$ cat config.mk
export PLATFORM = sky130hd
export DESIGN_NAME = iso_ctx_ctrl
export DESIGN_NICKNAME = d
export VERILOG_FILES = /design/src/rtl/ctxctl_pkg.sv /design/src/rtl/ctx_addr_dec.sv /design/src/rtl/ctx_cycle_match.sv /design/src/rtl/ctx_ctrl_regs.sv /design/src/rtl/iso_ctx_ctrl.sv
export SDC_FILE = /design/constraint.sdc
export NUM_CORES = 1
export LEC_CHECK = 0
export BUFFER_PORTS_ARGS = -buffer_cell sky130_fd_sc_hd__buf_2
export CORE_MARGIN = 2
export CORE_UTILIZATION = 33
export DETAILED_ROUTE_END_ITERATION = 16
export PLACE_DENSITY = 0.76
export SLEW_MARGIN = 0
export SYNTH_ARGS = -nofsm -noshare
export SYNTH_HDL_FRONTEND = slang
export SYNTH_SLANG_ARGS = --single-unit
$ cat constraint.sdc
create_clock -name clk -period 1.8 [get_ports clk]
set_clock_uncertainty 0.1 [all_clocks]
set_input_delay 0.18 -clock clk [delete_from_list [all_inputs] [get_ports clk]]
set_output_delay 0.18 -clock clk [all_outputs]
set_load 0.05 [all_outputs]
$ cat src/rtl/ctxctl_pkg.sv
package ctxctl_pkg;
    localparam int unsigned WORD_W     = 32;
    localparam int unsigned SEC_W      = 2;
    localparam int unsigned CYC_W      = 13;
    localparam int unsigned MATCH_W    = SEC_W + CYC_W;
    localparam int unsigned TMR_CYC_LO = 12;
    localparam int unsigned TMR_SEC_LO = TMR_CYC_LO + CYC_W;
    localparam int unsigned B_CMEN     = 31;
    localparam int unsigned B_CMLO     = B_CMEN - MATCH_W;
    localparam int unsigned B_RUN      = 15;
    localparam int unsigned B_WAKE     = 12;
    localparam int unsigned B_DEAD     = 11;
    localparam int unsigned B_ACT      = 10;

    typedef enum logic [1:0] {ACC_NONE, ACC_SET, ACC_CLR} acc_kind_e;

    typedef struct packed {
        logic               cm_en;
        logic [MATCH_W-1:0] cm_val;
        logic               run;
        logic               wake;
        logic               dead;
        logic               active;
    } ctx_ctrl_t;

    function automatic logic [WORD_W-1:0] pack_word(input ctx_ctrl_t s);
        logic [WORD_W-1:0] w;
        w = '0;
        w[B_CMEN]                  = s.cm_en;
        w[B_CMEN-1:B_CMLO]         = s.cm_val;
        w[B_RUN]                   = s.run;
        w[B_WAKE]                  = s.wake;
        w[B_DEAD]                  = s.dead;
        w[B_ACT]                   = s.active;
        return w;
    endfunction

    function automatic logic [MATCH_W-1:0] timer_stamp(input logic [WORD_W-1:0] t);
        return {t[TMR_SEC_LO +: SEC_W], t[TMR_CYC_LO +: CYC_W]};
    endfunction
endpackage

$ cat src/rtl/ctx_addr_dec.sv
module ctx_addr_dec
    import ctxctl_pkg::*;
#(
    parameter int unsigned ADDR_W = 12,
    parameter logic [ADDR_W-1:0] SET_ADDR = '0,
    parameter logic [ADDR_W-1:0] CLR_ADDR = '0
) (
    input  logic              wr_en,
    input  logic [ADDR_W-1:0] addr,
    output acc_kind_e         kind,
    output logic              rd_hit
);
    logic hit_set, hit_clr;
    assign hit_set = (addr == SET_ADDR);
    assign hit_clr = (addr == CLR_ADDR);
    assign rd_hit  = hit_set | hit_clr;

    always_comb begin
        kind = ACC_NONE;
        if (wr_en && hit_set)      kind = ACC_SET;
        else if (wr_en && hit_clr) kind = ACC_CLR;
    end
endmodule

$ cat src/rtl/ctx_cycle_match.sv
module ctx_cycle_match
    import ctxctl_pkg::*;
(
    input  logic [WORD_W-1:0]  cyc_timer,
    input  logic [MATCH_W-1:0] cm_val,
    output logic               hit
);
    logic [MATCH_W-1:0] stamp;
    assign stamp = timer_stamp(cyc_timer);
    assign hit   = (stamp == cm_val);
endmodule

$ cat src/rtl/ctx_ctrl_regs.sv
module ctx_ctrl_regs
    import ctxctl_pkg::*;
(
    input  logic              clk,
    input  logic              rst,
    input  acc_kind_e         kind,
    input  logic [WORD_W-1:0] wdata,
    input  logic              dead_in,
    input  logic              stamp_hit,
    output ctx_ctrl_t         st,
    output logic              fetch_start
);
    ctx_ctrl_t nxt;
    logic      start_q;
    logic      set_w, clr_w, clr_run, fault, go;

    always_comb begin
        set_w   = (kind == ACC_SET);
        clr_w   = (kind == ACC_CLR);
        clr_run = clr_w & wdata[B_RUN];
        fault   = dead_in & st.run;
        go      = st.run & ~st.active & ~st.dead & (~st.cm_en | stamp_hit)
                  & ~clr_run & ~fault;

        nxt = st;
        if (set_w) begin
            nxt.cm_en  = st.cm_en  | wdata[B_CMEN];
            nxt.cm_val = st.cm_val | wdata[B_CMEN-1:B_CMLO];
            nxt.run    = st.run    | wdata[B_RUN];
        end else if (clr_w) begin
            nxt.cm_en  = st.cm_en  & ~wdata[B_CMEN];
            nxt.cm_val = st.cm_val & ~wdata[B_CMEN-1:B_CMLO];
            nxt.run    = st.run    & ~wdata[B_RUN];
        end
        nxt.wake = set_w & wdata[B_WAKE];

        if (clr_run) begin
            nxt.dead   = 1'b0;
            nxt.active = 1'b0;
        end else if (fault) begin
            nxt.dead   = 1'b1;
            nxt.active = 1'b0;
        end else if (go) begin
            nxt.active = 1'b1;
        end
        if (go) nxt.cm_en = 1'b0;
    end

    always_ff @(posedge clk) begin
        if (rst) begin
            st      <= '0;
            start_q <= 1'b0;
        end else begin
            st      <= nxt;
            start_q <= go;
        end
    end

    assign fetch_start = start_q;
endmodule

$ cat src/rtl/iso_ctx_ctrl.sv
module iso_ctx_ctrl
    import ctxctl_pkg::*;
#(
    parameter int unsigned ADDR_W     = 12,
    parameter int unsigned BASE_ADDR  = 'h200,
    parameter int unsigned CTX_IDX    = 0,
    parameter int unsigned STRIDE     = 16,
    parameter int unsigned CLR_OFFSET = 4
) (
    input  logic              clk,
    input  logic              rst,
    input  logic              wr_en,
    input  logic [ADDR_W-1:0] addr,
    input  logic [31:0]       wdata,
    output logic [31:0]       rd_data,
    input  logic [31:0]       cyc_timer,
    input  logic              dead_in,
    output logic              fetch_start,
    output logic              wake_pulse
);
    localparam logic [ADDR_W-1:0] SET_ADDR = ADDR_W'(BASE_ADDR + STRIDE * CTX_IDX);
    localparam logic [ADDR_W-1:0] CLR_ADDR = ADDR_W'(BASE_ADDR + STRIDE * CTX_IDX + CLR_OFFSET);

    acc_kind_e         kind;
    logic              rd_hit;
    logic              stamp_hit;
    ctx_ctrl_t         st;
    logic [WORD_W-1:0] ctl_word;

    ctx_addr_dec #(.ADDR_W(ADDR_W), .SET_ADDR(SET_ADDR), .CLR_ADDR(CLR_ADDR)) u_dec (
        .wr_en (wr_en),
        .addr  (addr),
        .kind  (kind),
        .rd_hit(rd_hit)
    );

    ctx_cycle_match u_match (
        .cyc_timer(cyc_timer),
        .cm_val   (st.cm_val),
        .hit      (stamp_hit)
    );

    ctx_ctrl_regs u_regs (
        .clk        (clk),
        .rst        (rst),
        .kind       (kind),
        .wdata      (wdata),
        .dead_in    (dead_in),
        .stamp_hit  (stamp_hit),
        .st         (st),
        .fetch_start(fetch_start)
    );

    assign ctl_word   = pack_word(st);
    assign rd_data    = rd_hit ? ctl_word : '0;
    assign wake_pulse = st.wake;
endmodule

; Word-level counts from Yosys, hierarchy flattened
; Cells that the tools add are included.
[word_totals]
ff_bits = 21
out_inout_bits = 34
[classes]
reduce_logical = 6
n_eq_ne = 5
n_mux = 5
bitwise_logic = 24
[ops]
columns = op, n
row1 = 17-bit two-way mux, 2
row2 = 32-bit two-way mux, 1
row3 = "12-bit by 10-bit == test with 1-bit output, second input constant", 2
row4 = 15-bit AND, 1
row5 = 15-bit == test, 1
row6 = 15-bit NOT, 1
row7 = 15-bit OR, 1
row8 = 1-bit AND, 10
row9 = 1-bit NOT, 7
row10 = 2-bit two-way mux, 2
row11 = 1-bit OR, 4
row12 = 2-bit OR reduction, 2
row13 = 3-bit OR reduction, 1
row14 = "2-bit by 1-bit == test with 1-bit output, second input constant", 1
row15 = "2-bit == test, second input constant", 1
row16 = 1-bit logical AND, 2
row17 = 2-bit nonzero test, 1

; Logic depth before layout (Yosys ltp)
; Gate-level depths: netlist (run 1).
[logic_depth]
ltp_word = 10
mapped_depth = 5
depth_no_buf = 5

; Cells and area by module
; From an unflattened synthesis (run 1), not the netlist that was laid out.
[unflattened]
hier_cells = 155
hier_area_um2 = 1448.9
[by_module_without_submodules]
columns = mod, cells_each, seq_area_each_um2, area_per_inst_um2, instances
row1 = ctx_ctrl_regs, 92, 420.4, 974.7, 1
row2 = iso_ctx_ctrl, 35, 0.0, 247.7, 1
row3 = ctx_cycle_match, 20, 0.0, 167.7, 1
row4 = ctx_addr_dec, 8, 0.0, 58.8, 1

; Worst setup path before layout (run 1)
; OpenSTA, ideal clock, no wires.
[synth_path]
path_type = input -> output
start = input port addr[8]
end = output port rd_data[10]
path_buffers = 1
stages = 4
path_slack_ps = -162
arrival_time_ps = 1682
path_cell_list = or4b_4 > nor4_1 > clkbuf_1 > and2_1
[synth_between]
elab_chain_len = 3
[synth_lines]
columns = element, line
row1 = "start, declared", iso_ctx_ctrl.sv:13  ; input logic [ADDR_W-1:0] addr,
row2 = "12-bit by 10-bit == test with 1-bit output, on equally long branches", "ctx_addr_dec.sv:14, ctx_addr_dec.sv:15"
row3 = 1-bit OR *, ctx_addr_dec.sv:16  ; assign rd_hit = hit_set | hit_clr;
row4 = 32-bit two-way mux *, iso_ctx_ctrl.sv:55  ; assign rd_data = rd_hit ? ctl_word : '0;
row5 = "end, declared", iso_ctx_ctrl.sv:15  ; output logic [31:0] rd_data,
; Every way passes the cells marked *; elsewhere a longest branch is shown, timed or not.

; Final worst setup path (run 1)
[layout_path]
start = input port addr[8]
end = output port rd_data[18]
; Same word-level chain as after synthesis.

==> results_dict.tcl, run 1 <==
set metrics [dict create \
    outcome "finished, violations left" \
    violations "setup timing" \
    cp_max_fo 10 \
    hpwl_um 2373 \
    layout-drive-gt1-share_pct 53.74 \
    viasPerCell 4.824 \
    netlist_area_mm2 0.001211 \
    crit_path_end_kind "output pin" \
    crit_chain "buf_2 > or4b_4 > nor4_4 > buf_6 > and2_2 > buf_6" \
    placed_cell_area_mm2 0.001647 \
    crit_type "in2out" \
    async_flop_share_pct 0 \
    seq_area_um2 420.4 \
    synth_top_area_cell "dfxtp_1" \
    clock_sinks 21 \
    rsz0062_at_grt "true" \
    wl_per_cell_um 12.95 \
    cts_buffer_depth 2 \
    layout_min_cycle_time_ns 1.921 \
    placed_cells 253 \
    r2r_cells 5 \
    num_vias 1264 \
    critical_path.slowest_cell "or4b_4" \
    nNetsFinal 295 \
    crit_path_start_kind "primary input" \
    p_per_area_mw_per_mm2 487.2 \
    n_fill_cell 336 \
    final_cells 262 \
    synth-main-ff-cell "dfxtp_1" \
    boundaryPins 114 \
    max_stage_delay_ns 0.55 \
    synth_top_area_share_pct 34.71 \
    layout_setup_ws_ns -0.1206 \
    worst_ep_arrival_time_ns 1.64 \
    critPathMostFrequentCell "buf_6" \
    drc_errors 0 \
    die_x_um 64.58 \
    cts_buffers 3 \
    multi_input_area_um2 758.2 \
    die_h_um 64.58 \
    port_buffers 70 \
    final_util_pct 52.88 \
    dr.pass1.iters 4 \
    seq_area_frac_synth_pct 34.71 \
    cts_root_buffer "clkbuf_8" \
    synth_common_cells "21 x and2_1, 21 x dfxtp_1, 19 x a21oi_1" \
    stdcell_area_mm2 0.001907 \
    clk_pin_slew_ns 0.08 \
    cap_violations 0 \
    fin_crit_sh_pct 106.7 \
    first_global_vias 1113 \
    std_cell_rows 22 \
    grt_start_max_net_pins 22 \
    power_leakage_uw 0.0009077 \
    hold_class "in2reg" \
    synth_edf_count 0 \
    wl_um 3393 \
    fmax_mhz 520.7 \
    fin_tns_setup_ns -2.172 \
    setup_viol_count_final 20 \
    drtIter0Drc 54 \
    grt_pass1_wl_um 5313 \
    drv_slew 0 \
    critical_path_required_ns 1.52 \
    h-tree-depth 1 \
    final_hold_viol_count 0 \
    antenna_found_initial 0 \
    dp_slack_ns -0.2362 \
    place_congestion 0.7237 \
    hold-path-cell-count 2 \
    drt.antenna.violating_nets 0 \
    track_usage_pct 16.26 \
    syn_area_per_cell_um2 8.906 \
    dieArea_mm2 0.004171 \
    synth.area.top_cells "dfxtp_1 35%, a311oi_1 11%, and2_1 11%" \
    overflow 0 \
    ys_ff_latch 21 \
    diodes 0 \
    synthCells 136 \
    initial_utilization_pct 33.59 \
    syn_to_final_growth_pct 57.44 \
    yosysUniqueCellTypes 25 \
    core_area_mm2 0.003606 \
    clkLatencyLatePin_ns 0.26 \
    cts_tree "built" \
    ys_warn_count 0 \
    vdd_drop_max_uv 467.9 \
]
==> logic make-up (layout without fill, tap and decap cells) <==
family	count (synthesis)	in the layout	share of synthesized area, %
AND/OR/NAND/NOR	40	40	22.00
AO/OA/AOI/OAI	38	38	21.28
buffers and inverters	21	88	10.85
flip-flops	21	21	34.71
XOR/XNOR	15	15	10.85
other	1	12	0.3096
==> worst max-delay path: cells and delay by family <==
kind,cells,cell delay [ns]
buffers and inverters,3,0.43
and+or+nand+nor,3,1.02
==> layout make-up <==
| type | instances | area share, % |
|---|---|---|
| clock buffer | 4 | 2.362 |
| multi-input combinational | 105 | 39.76 |
| tap | 48 | 3.150 |
| timing repair buffer | 84 | 32.68 |
| sequential | 21 | 22.05 |
==> report_power, final <==
part | switching (uW) | internal, uW | total (uW)
registers | 0.0650 | 464 | 464
clock network | 150 | 157 | 307
logic | 105 | 52.1 | 157
total | 255 | 674 | 929
==> placed cells by master, fill, tap and decap left out, types with 2 or more instances in the layout <==
master    synthesis  layout
or4b_4            1       2
a21oi_1          19      19
clkbuf_8          0       3
nor4_1            5       3
nor2_1            3       3
and2_2            0      20
nand2b_1          2       2
buf_6             0      22
buf_2             0      50
conb_1            1      12
dfxtp_1          21      21
a311oi_1         15      15
xor2_1           15      15
buf_4            14       8
nor4_4            1       2
==> metrics by stage <==
step / hold slack, ns / power (uW)
final: 0.02660 / 929.0
after global routing: 0.01618 / 974.1
after CTS: 0.02006 / 939.4
after detailed placement: 0.2987 / 629.7
after global placement: 0.2921 / 627.9
after floorplan: 0.1952 / 581.5
==> final timing paths <==
check,slack (ns),to,startpoint
min,0.03,flip-flop,wdata[24]
min reg2reg,0.43,flip-flop,flip-flop
max,-0.12,rd_data[18],addr[8]
max reg2reg,0.15,u_regs.st[0],u_regs.st[1]
==> per-layer routing <==
layer,global-route usage [%],up-vias,share of wire [%]
li1,-,630,-
met1,21.00,584,44
met2,26.95,48,50
met3,5.035,2,5.8
met4,2.926,0,0.24
met5,0,-,0
==> repair_timing <==
item,CTS,global route
gates cloned,1,1
pin swaps,1,3
endpoints found under the hold margin,0,0
buffers inserted,0,3
gates resized for setup,49,4
hold buffers,0,0
endpoints found under the setup margin,23,35
(Power assumes the default switching activity.)
==> run 2, diff against run 1 <==
- CELL_PAD_IN_SITES_DETAIL_PLACEMENT: not set -> 1
- CELL_PAD_IN_SITES_GLOBAL_PLACEMENT: not set -> 1
- CORE_UTILIZATION: 33 -> 21
- PLACE_DENSITY: 0.76 -> not set
- PLACE_DENSITY_LB_ADDON: not set -> 0.1
==> run 2 against run 1 <==
The flow still finishes with violations (setup timing). Clock power rose by 2%. Setup slack got worse by 0.034 ns. Sequential power hardly changed. Non-clock buffer count grew 10. Global-route usage fell by 1.5 points. Via count grew 7.0%. Sequential cell count stayed put. Final area is 19% higher. First-iteration DRC count fell by 65%. Worst hold slack worse by 0.0032 ns. Critical path type unchanged.
==> results_dict.tcl, run 2 (same netlist as run 1, synthesis figures left out) <==
set metrics [dict create \
    drv_slew 0 \
    vdd_drop_max_uv 294.9 \
    violations "setup timing" \
    port_buffers 70 \
    grt_start_max_net_pins 28 \
    p_comb_share_pct 18.8 \
    dr.pass1.iters 4 \
    pwr-share-clk_pct 32.7 \
    met2_usage_pct 27.83 \
    nNetsFinal 305 \
    layout_min_cycle_time_ns 1.954 \
    core_area_mm2 0.005540 \
    reg2reg_to "u_regs.fetch_start" \
    fin_tns_setup_ns -3.197 \
    boundaryPins 114 \
    initial_utilization_pct 21.86 \
    crit_path_start_kind "primary input" \
    dieArea_mm2 0.006391 \
    fmax_mhz 511.7 \
    hpwl_um 3132 \
    viasPerCell 4.571 \
    worst_ep_arrival_time_ns 1.67 \
    die_h_um 79.95 \
    final_common_cell "buf_2" \
    wl_um 5103 \
    num_vias 1353 \
    p_per_area_mw_per_mm2 421.9 \
    hold-path-cell-count 2 \
    overflow 0 \
    cts_tree "built" \
    std_cell_rows 27 \
    met1_usage_pct 17.44 \
    cts_buffers 3 \
    place_congestion 0.7634 \
    power_leakage_uw 0.001023 \
    rsz0062_at_grt "true" \
    r2r_cells 5 \
    placed_cells 278 \
    p_int_uw 682.0 \
    first_global_vias 1425 \
    final_cells 296 \
    power_uw 958.0 \
    outcome "finished, violations left" \
    hp-start "wdata[20]" \
    clock_sinks 21 \
    clk_pin_slew_ns 0.08 \
    crit_type "in2out" \
    h-tree-depth 1 \
    die_x_um 79.95 \
    drc_errors 0 \
    rr_startpoint "u_regs.st[1]" \
    seq_power_share_pct 48.5 \
    diodes 0 \
    holdWs_ns 0.02343 \
    cts_root_buffer "clkbuf_8" \
    setup_viol_count_final 33 \
    fin_crit_sh_pct 108.6 \
    track_usage_pct 14.77 \
    p_switching_uw 276.0 \
    most-common-layout-cells "47 x buf_2, 21 x and2_4, 21 x dfxtp_1, 21 x buf_8" \
    final_hold_viol_count 0 \
    layout_setup_ws_ns -0.1542 \
    drt.antenna.violating_nets 0 \
    cts_buffer_depth 2 \
    critical_path_required_ns 1.52 \
    drtIter0Drc 19 \
    clkLatencyLatePin_ns 0.26 \
    netSwitchingFraction_pct 28.81 \
    cap_violations 0 \
    layout-drive-gt1-share_pct 62.95 \
    antenna_found_initial 0 \
    worst-slew-pin-transition_ns 0.5416 \
    cp_max_fo 5 \
    reg2reg_slack_ns 0.18 \
    use_met3_pct 3.281 \
    dp_slack_ns -0.2584 \
    grt.busiest_layer "met2" \
    grt_pass1_wl_um 7265 \
    crit_path_end_kind "output pin" \
    slew_headroom_pct 63.89 \
    wl_per_cell_um 17.24 \
    syn_to_final_growth_pct 87.50 \
    hold_class "in2reg" \
]
## run 2: cell count changes in the layout (fill, tap and decap cells not counted), moves of 3 or more
cell | previous run | this run
a311oi_2 | 0 | 7
a21oi_2 | 0 | 4
a311oi_1 | 15 | 8
and2_2 | 20 | 0
buf_6 | 22 | 13
and2_4 | 0 | 21
buf_8 | 1 | 21
buf_2 | 50 | 47
buf_4 | 8 | 11
a21oi_1 | 19 | 15
## run 2: worst max-delay path by stage
stage	startpoint	endpoint	slack [ns]	depth (start not counted)
2_1_floorplan	addr[8]	rd_data[10]	-0.03	4
3_3_place_gp	addr[8]	rd_data[28]	-0.21	6
3_5_place_dp	addr[8]	flip-flop	-0.26	8
4_1_cts	addr[6]	rd_data[28]	-0.12	7
5_1_grt	addr[3]	rd_data[26]	-0.21	7
6_report	addr[3]	rd_data[20]	-0.15	7
## run 2: cell type report
class | instances | area (um2)
flip-flops and latches | 21 | 420.4
multi-input cells | 105 | 890.9
well taps | 72 | 90.09
fillers | 663 | 3269
repair buffers | 94 | 824.5
clock buffers | 4 | 45.04
## run 2: metrics by stage
| stage | util [%] | area (um2) |
|---|---|---|
| floorplan | - | 1281 |
| global route | 40.99 | 2271 |
| global placement | 30.40 | 1684 |
| CTS | 35.93 | 1991 |
| detailed placement | 30.40 | 1684 |
| finish | 40.99 | 2271 |
## run 2: power groups by stage
| stage | Clock, uW | Sequential, uW | Combinational (uW) |
|---|---|---|---|
| global placement | 0 | 475 | 156 |
| global route | 346 | 464 | 193 |
| detailed placement | 0 | 475 | 159 |
| floorplan | 0 | 475 | 106 |
| CTS | 334 | 464 | 164 |
| finish | 314 | 464 | 180 |
## run 2: worst max-delay path: stages
cell,delay (ns)
buf_6,0.09
or4b_4,0.55
nor4_4,0.23
buf_4,0.19
buf_6,0.14
and2_4,0.15
buf_8,0.14
## run 2: what timing repair did
item,4_1_cts,5_1_grt
setup endpoints to repair,23,40
hold buffers,0,0
pin swaps,5,16
setup buffers,2,7
cloned,3,2
gates resized for setup,75,47
## run 2: metal layers
layer | share of wire [%] | wire [um]
met5 | 0 | 0
met4 | 0.24 | 12
met3 | 5.3 | 271
met2 | 54 | 2734
met1 | 41 | 2085
